[config.mk]
export PLATFORM = sky130hd
export DESIGN_NAME = pciarb_top
export DESIGN_NICKNAME = d
export VERILOG_FILES = /design/src/rtl/pciarb_pkg.sv /design/src/rtl/pciarb_pin_sync.sv /design/src/rtl/pciarb_lock_ctrl.sv /design/src/rtl/pciarb_route.sv /design/src/rtl/pciarb_top.sv
export SDC_FILE = /design/constraint.sdc
export NUM_CORES = 1
export LEC_CHECK = 0
export BUFFER_PORTS_ARGS = -buffer_cell sky130_fd_sc_hd__buf_2
export CAP_MARGIN = 20
export CORE_AREA = 10 10 47 49
export DETAILED_ROUTE_END_ITERATION = 6
export DIE_AREA = 0 0 57 59
export PLACE_DENSITY_LB_ADDON = 0.2
export SYNTH_ARGS = -nofsm -noshare
export SYNTH_HDL_FRONTEND = slang
export SYNTH_SLANG_ARGS = --single-unit
[constraint.sdc]
create_clock -name clk -period 1.8 [get_ports clk]
set_input_delay 0 -clock clk [delete_from_list [all_inputs] [get_ports clk]]
set_output_delay 0 -clock clk [all_outputs]
set_load 0.02 [all_outputs]
[src/rtl/pciarb_pkg.sv]
package pciarb_pkg;
  typedef enum logic {
    OWN_VID = 1'b0,
    OWN_AUD = 1'b1
  } owner_e;

  localparam int unsigned PIN_GNT   = 0;
  localparam int unsigned PIN_FRAME = 1;
  localparam int unsigned PIN_IRDY  = 2;
  localparam int unsigned PIN_COUNT = 3;
endpackage

[src/rtl/pciarb_pin_sync.sv]
module pciarb_pin_sync #(
  parameter int unsigned WIDTH = 3
) (
  input  logic             clk,
  input  logic             rst_n,
  input  logic [WIDTH-1:0] pin_n_i,
  output logic [WIDTH-1:0] act_o
);
  for (genvar b = 0; b < WIDTH; b++) begin : g_bit
    always_ff @(posedge clk or negedge rst_n) begin
      if (!rst_n) act_o[b] <= 1'b0;
      else        act_o[b] <= ~pin_n_i[b];
    end
  end
endmodule

[src/rtl/pciarb_lock_ctrl.sv]
module pciarb_lock_ctrl (
  input  logic clk,
  input  logic rst_n,
  input  logic lock_en_i,
  input  logic gnt_i,
  input  logic frame_i,
  input  logic irdy_i,
  output logic locked_o
);
  logic seen_q;
  logic release_now;

  assign release_now = seen_q ? (!frame_i && !irdy_i) : (!gnt_i && !frame_i);

  always_ff @(posedge clk or negedge rst_n) begin
    if (!rst_n) begin
      locked_o <= 1'b0;
      seen_q   <= 1'b0;
    end else if (!locked_o) begin
      locked_o <= lock_en_i && gnt_i;
      seen_q   <= 1'b0;
    end else if (release_now) begin
      locked_o <= 1'b0;
      seen_q   <= 1'b0;
    end else begin
      seen_q   <= seen_q | frame_i;
    end
  end

  p_lock_take_r6: assert property (@(posedge clk) disable iff (!rst_n)
    (!locked_o && lock_en_i && gnt_i) |=> locked_o);

  p_lock_free_r8: assert property (@(posedge clk) disable iff (!rst_n)
    (locked_o && seen_q && !frame_i && !irdy_i) |=> !locked_o);
endmodule

[src/rtl/pciarb_route.sv]
module pciarb_route
  import pciarb_pkg::*;
(
  input  logic   clk,
  input  logic   rst_n,
  input  logic   locked_i,
  input  logic   busy_i,
  input  logic   vid_req_i,
  input  logic   aud_req_i,
  output owner_e route_o,
  output logic   req_merged_o
);
  owner_e sel_q;
  logic   hold;

  assign hold    = locked_i | busy_i;
  assign route_o = hold ? sel_q : (aud_req_i ? OWN_AUD : OWN_VID);

  always_comb begin
    if (locked_i) req_merged_o = (route_o == OWN_AUD) ? aud_req_i : vid_req_i;
    else          req_merged_o = vid_req_i | aud_req_i;
  end

  always_ff @(posedge clk or negedge rst_n) begin
    if (!rst_n) sel_q <= OWN_VID;
    else        sel_q <= route_o;
  end

  p_hold_route_r5: assert property (@(posedge clk) disable iff (!rst_n)
    (hold && $past(hold)) |-> $stable(route_o));
endmodule

[src/rtl/pciarb_top.sv]
module pciarb_top
  import pciarb_pkg::*;
(
  input  logic clk,
  input  logic rst_n,
  input  logic vid_req_i,
  input  logic aud_req_i,
  input  logic pci_gnt_n_i,
  input  logic pci_frame_n_i,
  input  logic pci_irdy_n_i,
  input  logic lock_en_i,
  input  logic gate_en_i,
  output logic pci_req_n_o,
  output logic vid_gnt_o,
  output logic aud_gnt_o
);
  logic [PIN_COUNT-1:0] pins_n;
  logic [PIN_COUNT-1:0] pins_act;
  logic   locked;
  logic   req_merged;
  logic   gnt_ok;
  owner_e route;

  assign pins_n[PIN_GNT]   = pci_gnt_n_i;
  assign pins_n[PIN_FRAME] = pci_frame_n_i;
  assign pins_n[PIN_IRDY]  = pci_irdy_n_i;

  pciarb_pin_sync #(.WIDTH(PIN_COUNT)) u_sync (
    .clk    (clk),
    .rst_n  (rst_n),
    .pin_n_i(pins_n),
    .act_o  (pins_act)
  );

  pciarb_lock_ctrl u_lock (
    .clk      (clk),
    .rst_n    (rst_n),
    .lock_en_i(lock_en_i),
    .gnt_i    (pins_act[PIN_GNT]),
    .frame_i  (pins_act[PIN_FRAME]),
    .irdy_i   (pins_act[PIN_IRDY]),
    .locked_o (locked)
  );

  pciarb_route u_route (
    .clk         (clk),
    .rst_n       (rst_n),
    .locked_i    (locked),
    .busy_i      (pins_act[PIN_FRAME] | pins_act[PIN_IRDY]),
    .vid_req_i   (vid_req_i),
    .aud_req_i   (aud_req_i),
    .route_o     (route),
    .req_merged_o(req_merged)
  );

  always_ff @(posedge clk or negedge rst_n) begin
    if (!rst_n) pci_req_n_o <= 1'b1;
    else        pci_req_n_o <= ~req_merged;
  end

  assign gnt_ok    = pins_act[PIN_GNT] && (!gate_en_i || !pci_req_n_o);
  assign vid_gnt_o = gnt_ok && (route == OWN_VID);
  assign aud_gnt_o = gnt_ok && (route == OWN_AUD);

  p_one_grant_r11: assert property (@(posedge clk) disable iff (!rst_n)
    !(vid_gnt_o && aud_gnt_o));

  p_gate_block_r9: assert property (@(posedge clk) disable iff (!rst_n)
    (gate_en_i && pci_req_n_o) |-> (!vid_gnt_o && !aud_gnt_o));

  p_req_or_r2: assert property (@(posedge clk) disable iff (!rst_n)
    (!$past(locked) && !locked) |-> (pci_req_n_o == !($past(vid_req_i) || $past(aud_req_i))));

  p_gnt_needs_pin_r3: assert property (@(posedge clk) disable iff (!rst_n)
    $past(pci_gnt_n_i) |-> (!vid_gnt_o && !aud_gnt_o));
endmodule

==> impl_metrics.toml <==
[clock_network]
root_buffer = "clkbuf_4"
htreeDepth = 1
clock_latency_ns = 0.24
cts_sinks = 7
path_clk_slew_ns = 0.05
cts_buffers = 3
cts_buffer_depth = 2
cts_tree = "built"

[finish]
finalNetCount = 57
n_antenna_cell = 0
area_growth_pct = 57.0
drive_gt1_frac = 0.383

[place]
port_buffers = 11
dp_hpwl_um = 496
gp_congestion = 0.695

[synth]
synth_cell_type_count = 13
synth.avg_cell_area_um2 = 11.0
yosysSeqAreaShare = 0.618
syn_nets = 35
yosysWarnings = 0
syn-cell-area_um2 = 285
synth_cells = 26
synth-seq-cells = 7

[setup_path]
critPathArrivalTime_ns = 1.52
worstPathCellList = "nor3_2, mux2i_1, and3_1, buf_2"
worst-path-max-fanout = 5
end_kind = "primary output"
critPathKind = "reg2out"
startpoint_type = "flip-flop"
cp_slowest_cell = "dfrtp_1"
max_stage_delay_ns = 0.43
required_ns = 1.80

[global_routing]
grt_first_pass_wirelength_um = 1040
grt.overflow.total = 0
grt_pass1_vias = 275
grt_max_degree = 8
grt.total_usage = 0.0403
antenna_found_initial = 0

[sta]
fmax_ghz = 0.660
finalSetupViolations = 0
fin_crit_sh = 0.842
slew_viol_final = 0
finalClockSkew_ns = 0.00168
holdWs_ns = 0.0470
rsz0062_at_grt = "false"
finalCriticalPeriod_ns = 1.52
slew_headroom = 0.852
finalSetupTns_ns = 0
hold_violations = 0
tightest_slew_ns = 0.216

[floorplan]
die_h_um = 59
dieArea_um2 = 3360
die_w_um = 57
coreArea_um2 = 1400
start_util = 0.204
rows = 14
io_pins = 12

[drt]
postRouteAntennaNets = 0
wl_per_cell_um = 9.41
wl_um = 593
drt-pass1-iter-count = 2
drc_errors = 0
vias_per_cell = 3.89
drt-initial-drc-count = 4
vias = 245

[worst_hold_path]
hp-class = "in2reg"

[pwr]
vdd_ir_drop_max_v = 0.000605
pwr-share-clk = 0.307
p_int_uw = 319
comb_power_share = 0.236
swShare = 0.287
p_seq_frac = 0.456
p_leak_uw = 0.000243
switchingPower_uw = 128
p_per_area_nw_per_um2 = 999

[status]
outcome = "finished clean"

[run]
maxCapViolations = 0
-- power by group through the flow --
stage	registers [µW]	logic, µW	clock network (µW)
finish	204	106	138
global route	207	120	155
CTS	205	107	144
detailed placement	207	92.2	0
global placement	207	89.4	0
floorplan	210	55.1	0
-- through the flow --
stage                     total power (µW)  instance area [µm²]  setup slack, ns   util  std cells
after global routing                   482                  448            0.126  0.320         63
after CTS                              456                  448            0.259  0.320         63
after global placement                 297                  360            0.540  0.257         53
after floorplan                        265                  285            0.661      -         26
final                                  448                  448            0.285  0.320         63
after detailed placement               299                  360            0.533  0.257         53
-- synthesized netlist by cell type, drive strengths merged --
cell	instances	share of area
a21oi	1	0.018
nor3	1	0.035
mux2i	2	0.070
dfstp	1	0.092
nor2b	1	0.031
nor2	1	0.013
nand2	3	0.039
a21o	1	0.026
o22ai	1	0.022
and3	1	0.022
inv	6	0.079
a21boi	1	0.026
dfrtp	6	0.53
-- flip-flops by register name (all words and copies together), names as in the netlist --
| signal | count |
|---|---|
| u_sync.act_o | 3 |
| pci_req_n_o | 1 |
| u_lock.locked_o | 1 |
| u_lock.seen_q | 1 |
| u_route.sel_q | 1 |
-- kinds of logic (layout without fill, tap and decap cells) --
| group | count (synthesis) | after routing | share of synthesized area |
|---|---|---|---|
| AO/OA/AOI/OAI | 4 | 4 | 0.0921 |
| buffers and inverters | 6 | 27 | 0.0789 |
| flip-flops | 7 | 7 | 0.618 |
| multiplexers | 2 | 2 | 0.0702 |
| AND/OR/NAND/NOR | 7 | 7 | 0.140 |
-- critical path, delay by kind of cell (launching register included) --
| family | cells | cell delay (ns) |
|---|---|---|
| simple gates | 2 | 0.41 |
| flops | 1 | 0.43 |
| mux | 1 | 0.28 |
| buf+inv | 1 | 0.16 |
-- metal layers --
layer	GRT usage	up-vias	share of wire
li1	-	123	-
met4	0.0201	0	0
met2	0.0636	7	0.52
met3	0.0322	0	0.054
met5	0	-	0
met1	0.0370	115	0.42
-- final cells by class --
type                            instances  area [µm²]
Fill cell                             148         953
Clock inverter                          1        5.00
Sequential cell                         7         176
Timing Repair Buffer                   17         115
Inverter                                6        22.5
Clock buffer                            3        22.5
Multi-Input combinational cell         13        86.3
Tap cell                               16        20.0
-- worst paths after layout --
path                                      start              end  slack (ns)  depth (start not counted)
worst min-delay path                  aud_req_i    u_route.sel_q        0.05                          3
worst max register to register  u_lock.locked_o      pci_req_n_o        0.44                          3
worst max-delay path            u_lock.locked_o        vid_gnt_o        0.28                          4
worst min register to register  u_sync.act_o[0]  u_lock.locked_o        0.51                          1
max in group asynchronous                 rst_n      pci_req_n_o        1.47                          2
min in group asynchronous                 rst_n  u_sync.act_o[2]        0.10                          2
-- repair_timing --
action,in CTS,in global routing
resized for setup,0,0
endpoints found under the hold margin,11,0
hold buffers,6,0
buffers inserted,0,0
-- cell usage in the layout, fill, tap and decap left out --
master         netlist  final
a21o_1               1      1
nor2_1               1      1
buf_2                0     11
inv_1                6      6
nor3_2               1      1
dfstp_2              1      1
nor2b_2              1      1
mux2i_1              2      2
o22ai_1              1      1
a21boi_0             1      1
a21oi_1              1      1
dfrtp_1              6      6
and3_1               1      1
nand2_1              3      3
clkbuf_4             0      3
dlygate4sd3_1        0      6
clkinv_2             0      1
(Power assumes the default switching activity.)
